**config.mk**
```make
export PLATFORM = sky130hd
export DESIGN_NAME = a717_sync_tracker
export DESIGN_NICKNAME = d
export VERILOG_FILES = /design/src/rtl/a717_pkg.sv /design/src/rtl/a717_framer.sv /design/src/rtl/a717_sync_fsm.sv /design/src/rtl/a717_wr_stage.sv /design/src/rtl/a717_sync_tracker.sv
export SDC_FILE = /design/constraint.sdc
export NUM_CORES = 1
export LEC_CHECK = 0
export BUFFER_PORTS_ARGS = -buffer_cell sky130_fd_sc_hd__buf_4
export CELL_PAD_IN_SITES_DETAIL_PLACEMENT = 0
export CELL_PAD_IN_SITES_GLOBAL_PLACEMENT = 2
export CORE_AREA = 3 3 104 106
export DETAILED_ROUTE_END_ITERATION = 16
export DIE_AREA = 0 0 107 109
export PLACE_DENSITY = 0.8
export SYNTH_ARGS = -nofsm -noshare
export SYNTH_HDL_FRONTEND = slang
export SYNTH_SLANG_ARGS = --single-unit
export TNS_END_PERCENT = 20
```
**constraint.sdc**
```tcl
create_clock -name clk -period 2.32 [get_ports clk]
set_input_delay 0.116 -clock clk [delete_from_list [all_inputs] [get_ports clk]]
set_output_delay 0.116 -clock clk [all_outputs]
set_load 0.1 [all_outputs]
```
**src/rtl/a717_pkg.sv**
```systemverilog
package a717_pkg;
  localparam int WORD_W = 12;

  typedef enum logic [1:0] {
    MODE_FLIGHT = 2'd0,
    MODE_TEST   = 2'd1,
    MODE_RAW    = 2'd2
  } acq_mode_e;

  function automatic logic [WORD_W-1:0] sync_mark(input logic [1:0] idx);
    case (idx)
      2'd0:    sync_mark = 12'h247;
      2'd1:    sync_mark = 12'h5B8;
      2'd2:    sync_mark = 12'hA47;
      default: sync_mark = 12'hDB8;
    endcase
  endfunction
endpackage

```
**src/rtl/a717_framer.sv**
```systemverilog
module a717_framer
  import a717_pkg::*;
(
  input  logic              clk,
  input  logic              rst_n,
  input  logic              bit_valid,
  input  logic              bit_in,
  input  logic              hunt,
  output logic [WORD_W-1:0] cand,
  output logic              word_done
);
  localparam int BW = $clog2(WORD_W);
  localparam logic [BW-1:0] LAST_BIT = BW'(WORD_W - 1);

  logic [WORD_W-1:0] sh_q;
  logic [BW-1:0]     bitc_q;

  // newest bit at the LSB, so the first bit of a word lands at the MSB
  assign cand      = {sh_q[WORD_W-2:0], bit_in};
  assign word_done = bit_valid && (hunt || bitc_q == LAST_BIT);

  always_ff @(posedge clk) begin
    if (!rst_n) begin
      sh_q   <= '0;
      bitc_q <= '0;
    end else if (bit_valid) begin
      sh_q   <= cand;
      bitc_q <= (hunt || bitc_q == LAST_BIT) ? '0 : bitc_q + BW'(1);
    end
  end

  p_phase_bound_r1: assert property (@(posedge clk) disable iff (!rst_n)
    hunt |=> (bitc_q == '0));
endmodule

```
**src/rtl/a717_sync_fsm.sv**
```systemverilog
module a717_sync_fsm
  import a717_pkg::*;
#(
  parameter int CW = 13
) (
  input  logic              clk,
  input  logic              rst_n,
  input  logic [1:0]        mode,
  input  logic [CW-1:0]     last_w,
  input  logic              word_done,
  input  logic [WORD_W-1:0] cand,
  output logic              hunt,
  output logic              lock,
  output logic              drop,
  output logic [CW-1:0]     wcnt,
  output logic [1:0]        sub,
  output logic              push,
  output logic [1:0]        push_sub
);
  logic       raw, trk_q, lock_q, drop_q;
  logic [1:0] sub_q, conf_q, hit_idx;
  logic [CW-1:0] wcnt_q;
  logic       hit_any, mark_ok;

  assign raw     = mode[1];
  assign hunt    = !raw && !trk_q;
  assign mark_ok = (cand == sync_mark(sub_q));

  always_comb begin
    hit_any = 1'b0;
    hit_idx = 2'd0;
    for (int i = 0; i < 4; i++) begin
      if (cand == sync_mark(2'(i))) begin
        hit_any = 1'b1;
        hit_idx = 2'(i);
      end
    end
  end

  always_ff @(posedge clk) begin
    if (!rst_n) begin
      trk_q  <= 1'b0;
      lock_q <= 1'b0;
      drop_q <= 1'b0;
      wcnt_q <= '0;
      sub_q  <= '0;
      conf_q <= '0;
    end else begin
      drop_q <= 1'b0;
      if (raw) begin
        lock_q <= 1'b1;
        trk_q  <= 1'b0;
      end else if (word_done) begin
        if (!trk_q) begin
          if ((mode == MODE_FLIGHT && cand == sync_mark(2'd0)) ||
              (mode == MODE_TEST && hit_any)) begin
            trk_q  <= 1'b1;
            sub_q  <= (mode == MODE_TEST) ? hit_idx : 2'd0;
            wcnt_q <= CW'(1);
            conf_q <= 2'd1;
          end
        end else if (wcnt_q == '0) begin
          if (mark_ok) begin
            wcnt_q <= CW'(1);
            if (!lock_q) begin
              if (mode == MODE_FLIGHT) begin
                if (sub_q == 2'd0) lock_q <= 1'b1;
              end else begin
                conf_q <= conf_q + 2'd1;
                if (conf_q == 2'd2) lock_q <= 1'b1;
              end
            end
          end else begin
            trk_q  <= 1'b0;
            lock_q <= 1'b0;
            drop_q <= lock_q;
            conf_q <= '0;
            wcnt_q <= '0;
          end
        end else if (wcnt_q >= last_w) begin
          wcnt_q <= '0;
          sub_q  <= sub_q + 2'd1;
        end else begin
          wcnt_q <= wcnt_q + CW'(1);
        end
      end
    end
  end

  assign push     = word_done && (raw || (lock_q && trk_q && (wcnt_q != '0 || mark_ok)));
  assign push_sub = raw ? 2'd0 : sub_q;
  assign lock     = lock_q;
  assign drop     = drop_q;
  assign wcnt     = wcnt_q;
  assign sub      = sub_q;

  p_fall_on_word_r4: assert property (@(posedge clk) disable iff (!rst_n)
    $fell(lock_q) |-> $past(word_done));
  p_discard_pulse_r4: assert property (@(posedge clk) disable iff (!rst_n)
    drop_q |-> (!lock_q && $past(lock_q)));
  p_rise_on_mark_r2: assert property (@(posedge clk) disable iff (!rst_n)
    ($rose(lock_q) && !raw) |-> ($past(word_done) && $past(wcnt_q) == '0));
  p_sub_step_r12: assert property (@(posedge clk) disable iff (!rst_n)
    (trk_q && $past(trk_q) && sub_q != $past(sub_q)) |-> (sub_q == $past(sub_q) + 2'd1));
endmodule

```
**src/rtl/a717_wr_stage.sv**
```systemverilog
module a717_wr_stage
  import a717_pkg::*;
(
  input  logic              clk,
  input  logic              rst_n,
  input  logic              push,
  input  logic [WORD_W-1:0] push_data,
  input  logic [1:0]        push_sub,
  input  logic              wr_ready,
  output logic              wr_valid,
  output logic [WORD_W-1:0] wr_data,
  output logic [1:0]        wr_sub
);
  always_ff @(posedge clk) begin
    if (!rst_n) begin
      wr_valid <= 1'b0;
      wr_data  <= '0;
      wr_sub   <= '0;
    end else if (push) begin
      wr_valid <= 1'b1;
      wr_data  <= push_data;
      wr_sub   <= push_sub;
    end else if (wr_valid && wr_ready) begin
      wr_valid <= 1'b0;
    end
  end

  p_hold_r10: assert property (@(posedge clk) disable iff (!rst_n)
    (wr_valid && !wr_ready && !push) |=> (wr_valid && $stable(wr_data) && $stable(wr_sub)));
endmodule

```
**src/rtl/a717_sync_tracker.sv**
```systemverilog
module a717_sync_tracker
  import a717_pkg::*;
#(
  parameter int BASE_WORDS = 64,
  parameter int RATE_W     = 3,
  localparam int NRATES    = 1 << RATE_W,
  localparam int CW        = $clog2(BASE_WORDS) + NRATES - 1
) (
  input  logic              clk,
  input  logic              rst_n,
  input  logic [1:0]        mode,
  input  logic [RATE_W-1:0] rate_sel,
  input  logic              bit_valid,
  input  logic              bit_in,
  input  logic [CW-1:0]     match_word,
  input  logic [1:0]        match_sub,
  output logic              in_sync,
  output logic              match,
  output logic              sub_discard,
  output logic              wr_valid,
  input  logic              wr_ready,
  output logic [WORD_W-1:0] wr_data,
  output logic [1:0]        wr_sub
);
  logic [CW-1:0]     last_w, wcnt;
  logic [WORD_W-1:0] cand;
  logic              word_done, hunt, lock, push;
  logic [1:0]        sub, push_sub;

  assign last_w = CW'((BASE_WORDS << rate_sel) - 1);

  a717_framer u_framer (
    .clk(clk), .rst_n(rst_n), .bit_valid(bit_valid), .bit_in(bit_in),
    .hunt(hunt), .cand(cand), .word_done(word_done)
  );

  a717_sync_fsm #(.CW(CW)) u_fsm (
    .clk(clk), .rst_n(rst_n), .mode(mode), .last_w(last_w),
    .word_done(word_done), .cand(cand), .hunt(hunt), .lock(lock),
    .drop(sub_discard), .wcnt(wcnt), .sub(sub), .push(push), .push_sub(push_sub)
  );

  a717_wr_stage u_wr (
    .clk(clk), .rst_n(rst_n), .push(push), .push_data(cand), .push_sub(push_sub),
    .wr_ready(wr_ready), .wr_valid(wr_valid), .wr_data(wr_data), .wr_sub(wr_sub)
  );

  assign in_sync = lock;
  assign match   = lock && !mode[1] && (rate_sel != RATE_W'(NRATES - 1)) &&
                   (wcnt == match_word) && (sub == match_sub);

  p_no_write_unsynced_r6: assert property (@(posedge clk) disable iff (!rst_n)
    (!mode[1] && !in_sync && !$past(in_sync)) |-> !wr_valid);
endmodule

```
==> impl_metrics.py, run 1 <==
metrics = {
    "worst_setup_path": {
        "cp_top_family": "simple AND/OR/NAND/NOR gates",
        "worstPathRequired_ps": 2550,
        "crit_path_end_kind": "flop",
        "arrival_ps": 2610,
        "crit_slowest_cell": "or4b_4",
        "crit_type": "reg -> reg",
        "cpPeakStageDelay_ps": 550,
        "crit_path_cell_trace": "or4b_4, a2111oi_4, o2111ai_4, buf_6, or4_1, a211oi_2",
        "cp_max_fo": 6,
        "r2r_slack_ps": -60,
        "start_kind": "flop",
        "crit_buf_inv": 1,
    },
    "yosys": {
        "synth_area_per_cell_um2": 8.44,
        "synth_seq_cells": 50,
        "synth_xor_area_share_pct": 5.75,
        "synth_simple_gate_area_share_pct": 24.5,
        "synth-compound-area-share_pct": 21.7,
        "synthAdderAreaFrac_pct": 5.75,
        "synthDistinctLibCells": 52,
        "syn_nets": 400,
        "syn-cell-area_mm2": 0.00305,
        "synth_cells": 361,
        "ys.flop_type": "dfxtp_1",
        "ys_warn_count": 0,
        "seq_area_frac_synth_pct": 32.9,
        "ys_async_sr_fraction_pct": 0,
        "synth_edf_count": 0,
        "synth_top_family_by_area": "simple AND/OR/NAND/NOR gates",
        "yosys-mux-area-fraction_pct": 4.93,
    },
    "power_and_ir_drop": {
        "clockPowerShare_pct": 34.8,
        "leakagePower_nw": 1.55,
        "switchingPower_w": 0.000443,
        "intPower_w": 0.00116,
        "power_frac_seq_pct": 54.5,
        "ir_worst_vdd_mv": 0.228,
        "powerDensity_mw_per_mm2": 398,
        "power_frac_comb_pct": 10.7,
        "p_sw_share_pct": 27.6,
    },
    "clocking": {
        "cts_inserted_buffers": 5,
        "path_clk_slew_ps": 110,
        "hold_buffers": 0,
        "cts_max_path_buffers": 2,
        "cts_tree": "built",
        "htree_levels": 2,
        "cts_num_sinks": 50,
        "cts-root-buf": "clkbuf_8",
        "insertion_delay_ps": 320,
    },
    "routing": {
        "wire_per_inst_um": 16.2,
        "via_per_inst": 5.32,
        "wl_um": 9150,
        "route.detailed.drc": 0,
        "drt_iter0_drc": 93,
        "num_vias": 3009,
        "postRouteAntennaNets": 0,
        "dr.pass1.iters": 4,
    },
    "timing": {
        "fmax_ghz": 0.421,
        "fin_crit_ps": 2380,
        "slew_headroom_pct": 37.8,
        "whs_ps": 29.4,
        "hold_viol_final": 0,
        "finalWorstSetupSlack_ps": -55.9,
        "tightest_slew_ps": 932,
        "finalSetupViolations": 9,
        "finalMaxSlewViolations": 0,
        "fin_crit_sh_pct": 102,
        "rsz0062_at_grt": "true",
        "finClkSkew_ps": 16.9,
    },
    "place": {
        "port_buffers": 42,
        "dp_hpwl_um": 6680,
        "gp_congestion": 0.789,
        "place_ws_ps": -198,
    },
    "finish": {
        "num-fill-cells": 982,
        "area_delta_synth_final_pct": 32.3,
        "layout_common_cells": "buf_4, dfxtp_1, nand3_1",
        "nets": 471,
        "diodes": 0,
        "drive_above_1_share_pct": 29.6,
        "layout_commonest_cell": "buf_4",
    },
    "outcome": {
        "status": "finished with violations",
        "violations": "setup timing",
    },
    "floorplanning": {
        "fp-row-count": 36,
        "coreArea_mm2": 0.00986,
        "io_pins": 43,
        "start_util_pct": 30.9,
        "die_h_um": 109,
        "die_area_mm2": 0.0117,
        "die_w_um": 107,
    },
    "global_route": {
        "grt_pass1_vias": 2927,
        "grt_max_degree": 22,
        "grt_pass1_wl_um": 14800,
        "antenna_found_initial": 0,
        "track_usage_pct": 16.0,
        "overflow": 0,
    },
    "min_path": {
        "worstHoldPathType": "in -> reg",
    },
    "flow_run": {
        "drv_cap": 0,
    },
}
layout make-up:
| class | instances | area (um2) | share of cell area, % |
|---|---|---|---|
| clock inverters | 3 | 28.8 | 0.714 |
| clock buffers | 5 | 68.8 | 1.71 |
| well taps | 133 | 166 | 4.13 |
| multi-input cells | 277 | 2030 | 50.3 |
| inverters | 12 | 45.0 | 1.12 |
| repair buffers | 86 | 687 | 17.0 |
| flip-flops and latches | 50 | 1000 | 24.9 |
synthesized netlist by cell type, drive strengths merged, types with 2 or more instances:
library cell,count,area [um2]
or3,2,12.5
and3,8,50.1
or2,2,12.5
nand3b,2,15.0
xnor2,16,140
a21oi,27,139
o211ai,2,15.0
nor4,8,50.1
nor4b,3,26.3
a32o,2,20.0
nor3,5,25.0
nand4,15,93.8
inv,12,45.0
buf,4,25.0
or4b,2,23.8
o21ai,19,95.1
mux2i,15,150
a21o,2,15.0
nor2,24,90.1
a211oi,12,120
nand3,31,155
nand2,17,63.8
a2111oi,2,36.3
o32ai,3,26.3
nand2b,3,18.8
and4b,2,20.0
a31oi,5,31.3
o31ai,9,67.6
ha,14,175
clkbuf,18,67.6
dfxtp,50,1000
xor2,4,35.0
or4,8,60.1
worst reg2reg max path: stages, from the launching register on:
cell and delay (ps):
dfxtp_1 330, or4b_4 550, a2111oi_4 390, o2111ai_4 170
buf_6 180, or4_1 490, a211oi_2 190
state kept, by name, summed over array words and instances (netlist names):
| signal | count |
|---|---|
| u_fsm.drop | 1 |
| u_framer.sh_q | 11 |
| u_fsm.lock | 1 |
| u_fsm.sub | 2 |
| u_wr.wr_sub | 2 |
| u_wr.wr_data | 12 |
| u_framer.bitc_q | 4 |
| u_wr.wr_valid | 1 |
| u_fsm.conf_q | 2 |
| u_fsm.trk_q | 1 |
| u_fsm.wcnt | 13 |
routing by layer:
layer  vias to the layer above  part of all wire, %  global-route usage [%]
met5                         -                    0                       0
met3                         7                  3.4                    2.61
met4                         0                 0.97                    4.75
met1                      1439                   48                    21.5
li1                       1510                    -                       -
met2                        53                   48                    26.3
final timing paths:
kind,startpoint,endpoint,depth (start not counted)
max,u_framer.sh_q[3]$_SDFFE_PN0P_,u_fsm.wcnt[5]$_SDFFE_PN0P_,6
min reg2reg,u_wr.wr_data[5]$_SDFFE_PN0P_,u_wr.wr_data[5]$_SDFFE_PN0P_,2
max reg2reg,u_framer.sh_q[3]$_SDFFE_PN0P_,u_fsm.wcnt[5]$_SDFFE_PN0P_,6
min,mode[1],u_fsm.trk_q$_SDFFE_PP0P_,2
power groups by stage:
stage / Combinational [W] / Sequential, W / Clock, W
floorplan: 0.0000773 / 0.000913 / 0
global placement: 0.000170 / 0.000894 / 0
detailed placement: 0.000172 / 0.000894 / 0
finish: 0.000171 / 0.000874 / 0.000557
CTS: 0.000172 / 0.000874 / 0.000580
global route: 0.000186 / 0.000876 / 0.000610
what timing repair did:
action,CTS,global route
pin swaps,17,5
resized for setup,11,12
cloned,0,0
endpoints found under the setup margin,13,26
buffers inserted,5,1
logic make-up after synthesis:
family          Yosys count
compound gates           92
xor+xnor                 20
fa+ha+maj                14
buf+inv                  34
flops                    50
mux                      15
simple gates            136
per-stage QoR:
stage,utilization (%),area (um2),setup TNS [ps],cells,total power [W]
finish,40.8,4030,-270,566,0.00160
global route,40.8,4030,-1000,566,0.00167
CTS,40.0,3950,-184,565,0.00163
detailed placement,38.2,3770,-1660,552,0.00107
global placement,38.2,3770,-804,552,0.00106
floorplan,-,3060,0,361,0.000990
Note: power is estimated with default switching activity, not from simulation.
==> run 2: changes to the inputs <==
Settings changed: ABC_AREA from default to 1, CORE_AREA 3 3 104 106 to 3 3 112 114, DIE_AREA 0 0 107 109 to 0 0 115 117, PLACE_DENSITY 0.8 to 0.81.
==> run 2 against run 1 <==
Effect of this change:
- the flow now finishes without violations
- fmax grew 13%
- clock power grew 37%
- clock skew shrank 8.2 ps
- via count grew 11%
- sequential share of layout area grew 0.57 points
- global-route usage shrank 1.3 points
- utilization shrank 6.7 points
- critical path type unchanged
- largest power group unchanged
- highest routed layer unchanged
==> impl_metrics.py, run 2 <==
metrics = {
    "outcome": {
        "status": "complete, no violations",
    },
    "yosys": {
        "yosysMostFrequentCell": "nand2_1",
        "synthDistinctLibCells": 44,
        "synth_area_per_cell_um2": 6.61,
        "synth_seq_cells": 50,
        "synth_edf_count": 0,
        "synth.largest_area_cell": "dfxtp_1",
        "ys_async_sr_fraction_pct": 0,
        "seq_area_frac_synth_pct": 30.1,
        "netlist.area_leader.share_pct": 30.1,
        "syn_nets": 542,
        "syn-cell-area_mm2": 0.00332,
        "synth_common_cells": "nand2_1, nor2_1, dfxtp_1, inv_1, a21oi_1",
        "ys.flop_type": "dfxtp_1",
        "synth_cells": 503,
        "ys_top_cells_by_area": "dfxtp_1, nand2_1, nor2_1",
        "ys_warn_count": 0,
    },
    "finish": {
        "area_delta_synth_final_pct": 18.2,
        "num-fill-cells": 1256,
        "fin_util_pct": 34.1,
        "layout_common_cells": "nand2_1, nor2_1, dfxtp_1",
        "diodes": 0,
        "drive_above_1_share_pct": 16.3,
        "instances_no_fill": 684,
        "largest_reg_flops": 13,
        "stdcell_area_mm2": 0.00393,
        "layout_commonest_cell": "nand2_1",
        "nets": 579,
    },
    "timing": {
        "finClkSkew_ps": 8.73,
        "slew_headroom_pct": 60.8,
        "tightest_slew_ps": 587,
        "hold_viol_final": 0,
        "finalSetupViolations": 0,
        "fin_crit_ps": 2100,
        "fmax_ghz": 0.477,
        "fin_crit_sh_pct": 90.4,
        "whs_ps": 73.1,
        "finalMaxSlewViolations": 0,
        "fin_setup_tns_ps": 0,
        "rsz0062_at_grt": "false",
    },
    "global_route": {
        "overflow": 0,
        "track_usage_pct": 14.6,
        "grt_pass1_vias": 3089,
        "grt_pass1_wl_um": 15700,
        "grt_max_degree": 34,
        "antenna_found_initial": 0,
    },
    "routing": {
        "route.detailed.drc": 0,
        "drt_iter0_drc": 292,
        "via_per_inst": 4.86,
        "num_vias": 3326,
        "postRouteAntennaNets": 0,
        "wire_per_inst_um": 14.0,
        "wl_um": 9580,
        "dr.pass1.iters": 6,
    },
    "worst_setup_path": {
        "r2r_slack_ps": 220,
        "crit_type": "reg -> reg",
        "start_kind": "flop",
        "cp_max_fo": 10,
        "cpPeakStageDelay_ps": 400,
        "crit_slowest_cell": "dfxtp_1",
        "crit_path_end_kind": "flop",
        "arrival_ps": 2280,
        "crit_path_cell_trace": "ha_1, nand3_1, nor3_1, nand3b_1, nand2_4, nor2_1, o21ai_0, nor2_1",
        "crit_top_cell": "nor2_1",
        "worstPathRequired_ps": 2500,
    },
    "clocking": {
        "cts_tree": "built",
        "path_clk_slew_ps": 70,
        "cts_num_sinks": 50,
        "cts-root-buf": "clkbuf_16",
        "insertion_delay_ps": 290,
        "htree_levels": 2,
        "cts_inserted_buffers": 5,
        "cts_max_path_buffers": 2,
        "post-cts-setup-buffers": 0,
    },
    "floorplanning": {
        "io_pins": 43,
        "start_util_pct": 28.9,
        "coreArea_mm2": 0.0115,
        "die_area_mm2": 0.0135,
        "die_w_um": 115,
        "die_h_um": 117,
        "fp-row-count": 39,
    },
    "place": {
        "gp_congestion": 0.853,
        "placed_area_mm2": 0.00376,
        "port_buffers": 42,
        "dp_hpwl_um": 7210,
        "placed_cells": 676,
    },
    "power_and_ir_drop": {
        "power_frac_comb_pct": 15.7,
        "power_frac_seq_pct": 46.1,
        "clockPowerShare_pct": 38.2,
        "powerDensity_mw_per_mm2": 507,
        "p_sw_share_pct": 30.0,
        "ir_worst_vdd_mv": 0.321,
        "leakagePower_nw": 1.66,
        "intPower_w": 0.00139,
        "switchingPower_w": 0.000597,
    },
    "min_path": {
        "worstHoldPathType": "in -> reg",
    },
    "flow_run": {
        "drv_cap": 0,
    },
}
-- run 2: changes by cell type in the layout (fill, tap and decap cells not counted), moves of 9 or more --
cell,delta
nor2_2,+11
mux2i_1,-15
xor2_1,+13
nor3_1,+14
nor2_1,+45
xnor2_1,-9
buf_4,-34
nand2_1,+89
inv_1,+32
-- run 2: per-stage QoR --
step / setup slack [ps] / total power, W
global placement: 179 / 0.00125
finish: 222 / 0.00199
CTS: 87.1 / 0.00202
floorplan: 129 / 0.00115
detailed placement: 119 / 0.00125
global route: 36.2 / 0.00209
-- run 2: timing repair --
action | in CTS | in global routing
resized for setup | 0 | 5
hold buffers | 0 | 0
endpoints found under the setup margin | 0 | 12
-- run 2: path summary, 6_finish.rpt --
path,depth (start not counted),startpoint,to
worst max register to register,8,u_fsm.wcnt[1]$_SDFFE_PN0P_,u_fsm.wcnt[6]$_SDFFE_PN0P_
worst min register to register,2,u_wr.wr_valid$_SDFFE_PN0P_,u_wr.wr_valid$_SDFFE_PN0P_
worst min-delay path,4,wr_ready,u_wr.wr_valid$_SDFFE_PN0P_
worst max-delay path,8,u_fsm.wcnt[1]$_SDFFE_PN0P_,u_fsm.wcnt[6]$_SDFFE_PN0P_
-- run 2: logic make-up (layout without fill, tap and decap cells) --
group           after synthesis  after routing  share of synthesized area [%]
xor+xnor                     25             25                           6.81
simple gates                267            267                           35.7
buf+inv                      68            106                           9.26
flops                        50             50                           30.1
fa+ha+maj                    14             14                           5.27
compound gates               79             79                           12.9
-- run 2: worst max-delay path: cells and delay by family (launching register included) --
kind	cells	cell delay [ps]
and+or+nand+nor	6	1080
DFF	1	400
AOI/OAI and AO/OA	1	260
adders and majority gates	1	250
-- run 2: layout make-up --
| type | count | area (um2) | area share, % |
|---|---|---|---|
| clock buffer | 5 | 125 | 3.18 |
| clock inverter | 3 | 26.3 | 0.669 |
| inverter | 49 | 188 | 4.78 |
| multi-input combinational | 385 | 2040 | 51.8 |
| sequential | 50 | 1000 | 25.5 |
| tap | 143 | 179 | 4.55 |
| timing repair buffer | 49 | 372 | 9.46 |
-- run 2: routing by layer --
| metal | vias up | track usage (%) | routed length, um |
|---|---|---|---|
| li1 | 1712 | - | - |
| met1 | 1511 | 22.0 | 4960 |
| met2 | 98 | 22.2 | 3990 |
| met3 | 5 | 2.06 | 563 |
| met4 | 0 | 3.05 | 78 |
| met5 | - | 0 | 0 |
-- run 2: power groups by stage --
stage / clock [W] / combinational [W] / sequential [W]
floorplan: 0 / 0.000133 / 0.00102
global placement: 0 / 0.000311 / 0.000937
detailed placement: 0 / 0.000313 / 0.000938
CTS: 0.000794 / 0.000314 / 0.000917
global route: 0.000820 / 0.000344 / 0.000923
finish: 0.000761 / 0.000313 / 0.000917
==> run 3: changes to the inputs <==
Settings changed: CORE_AREA 3 3 112 114 to 3 3 106 108, DIE_AREA 0 0 115 117 to 0 0 109 111, PLACE_DENSITY 0.81 to 0.86.
Clock period 2.32 ns to 2.16 ns, I/O delays scaled along.
==> run 3 against run 2 <==
Effect of this change:
- sequential cell count did not move
- utilization rose by 3.7 points
- first-iteration DRC count fell by 40%
- non-clock buffer count rose by 7
- final cell count did not move
- critical path type is now reg -> out
- critical endpoint is now match
==> impl_metrics.py, run 3 (synthesis results as in run 2) <==
metrics = {
    "flow_run": {
        "drv_cap": 0,
    },
    "outcome": {
        "status": "complete, no violations",
    },
    "routing": {
        "dr.pass1.iters": 4,
        "via_per_inst": 4.80,
        "wire_per_inst_um": 13.4,
        "drt_iter0_drc": 174,
        "wl_um": 9150,
        "num_vias": 3283,
        "route.detailed.drc": 0,
        "postRouteAntennaNets": 0,
    },
    "finish": {
        "layout_common_cells": "nand2_1, nor2_1, buf_4",
        "largest_reg_flops": 13,
        "drive_above_1_share_pct": 17.5,
        "diodes": 0,
        "nets": 586,
        "fin_util_pct": 37.9,
        "layout_commonest_cell": "nand2_1",
        "instances_no_fill": 684,
        "area_delta_synth_final_pct": 17.5,
    },
    "place": {
        "port_buffers": 42,
        "gp_congestion": 0.831,
        "placed_cells": 676,
        "dp_hpwl_um": 6950,
    },
    "power_and_ir_drop": {
        "switchingPower_w": 0.000620,
        "power_frac_seq_pct": 51.5,
        "leakagePower_nw": 1.66,
        "ir_worst_vdd_mv": 0.245,
        "power_w": 0.00192,
        "powerDensity_mw_per_mm2": 490,
        "intPower_w": 0.00130,
        "power_frac_comb_pct": 17.2,
        "clockPowerShare_pct": 31.3,
        "p_sw_share_pct": 32.4,
    },
    "worst_setup_path": {
        "crit_path_end_kind": "output pin",
        "crit_type": "reg -> out",
        "worstPathRequired_ps": 2050,
        "cp_max_fo": 5,
        "crit_slowest_cell": "dfxtp_1",
        "cpPeakStageDelay_ps": 420,
        "crit_path_cell_trace": "inv_1, buf_4, a221oi_1, nand4_1, nor2_4, buf_6",
        "r2r_slack_ps": 260,
        "arrival_ps": 1930,
        "start_kind": "flop",
    },
    "timing": {
        "finalMaxSlewViolations": 0,
        "fin_crit_ps": 2040,
        "fin_crit_sh_pct": 94.3,
        "hold_viol_final": 0,
        "finalSetupViolations": 0,
        "fin_setup_tns_ps": 0,
        "fmax_ghz": 0.491,
        "slew_headroom_pct": 63.7,
        "whs_ps": 38.3,
        "rsz0062_at_grt": "false",
        "tightest_slew_ps": 544,
        "finClkSkew_ps": 13.0,
    },
    "clocking": {
        "cts_max_path_buffers": 2,
        "cts_num_sinks": 50,
        "cts_resized": 0,
        "path_clk_slew_ps": 110,
        "cts-root-buf": "clkbuf_8",
        "cts_inserted_buffers": 5,
        "hold_buffers": 0,
        "htree_levels": 2,
        "cts_tree": "built",
        "post-cts-setup-buffers": 0,
        "insertion_delay_ps": 310,
    },
    "floorplanning": {
        "die_h_um": 111,
        "die_area_mm2": 0.0121,
        "fp-row-count": 37,
        "coreArea_mm2": 0.0103,
        "start_util_pct": 32.2,
        "die_w_um": 109,
        "io_pins": 43,
    },
    "global_route": {
        "grt_pass1_vias": 3094,
        "track_usage_pct": 15.9,
        "grt_max_degree": 34,
        "overflow": 0,
        "grt_pass1_wl_um": 15600,
        "antenna_found_initial": 0,
    },
    "min_path": {
        "worstHoldPathType": "in -> reg",
    },
}
[run 3: changes by cell type in the layout (fill, tap and decap cells not counted), sizes merged]
cell	change
buf	+7
[run 3: cell type report]
type,instances,area [um2]
fillers,1115,6420
flip-flops and latches,50,1000
inverters,49,188
clock buffers,5,68.8
repair buffers,56,424
well taps,136,170
multi-input cells,385,2030
clock inverters,3,26.3
[run 3: metal layers]
metal  share of wire (%)  wire length (um)  global-route usage, %  vias to the layer above
li1                    -                 -                      -                     1731
met1                  53              4820                   25.1                     1464
met2                  40              3710                   22.2                       81
met3                 5.9               539                   2.97                        7
met4                0.99                91                   2.86                        0
met5                   0                 0                      0                        -
[run 3: path summary, 6_finish.rpt]
path,start,end,cells after the start
min,wr_ready,u_wr.wr_valid$_SDFFE_PN0P_,4
max,u_fsm.wcnt[0]$_SDFFE_PN0P_,match,6
max reg2reg,u_fsm.sub[0]$_SDFFE_PN0P_,u_wr.wr_data[4]$_SDFFE_PN0P_,12
min reg2reg,u_wr.wr_valid$_SDFFE_PN0P_,u_wr.wr_valid$_SDFFE_PN0P_,2
[run 3: worst max-delay path, delay by kind of cell (launching register included)]
kind,cells,cell delay [ps]
AND/OR/NAND/NOR,2,340
flip-flops,1,420
buffers and inverters,3,480
AO/OA/AOI/OAI,1,390
[run 3: power groups by stage]
stage                     Combinational, W  Clock [W]  Sequential, W
after global placement            0.000330          0        0.00101
after global routing              0.000365   0.000670       0.000993
after floorplan                   0.000143          0        0.00109
final                             0.000330   0.000599       0.000987
after CTS                         0.000332   0.000641       0.000987
after detailed placement          0.000331          0        0.00101
[run 3: stage by stage]
| stage | area (um2) | setup slack (ps) |
|---|---|---|
| after floorplan | 3330 | 106 |
| after global placement | 3800 | 260 |
| after detailed placement | 3800 | 157 |
| after CTS | 3900 | 34.1 |
| after global routing | 3910 | 6.44 |
| final | 3910 | 123 |
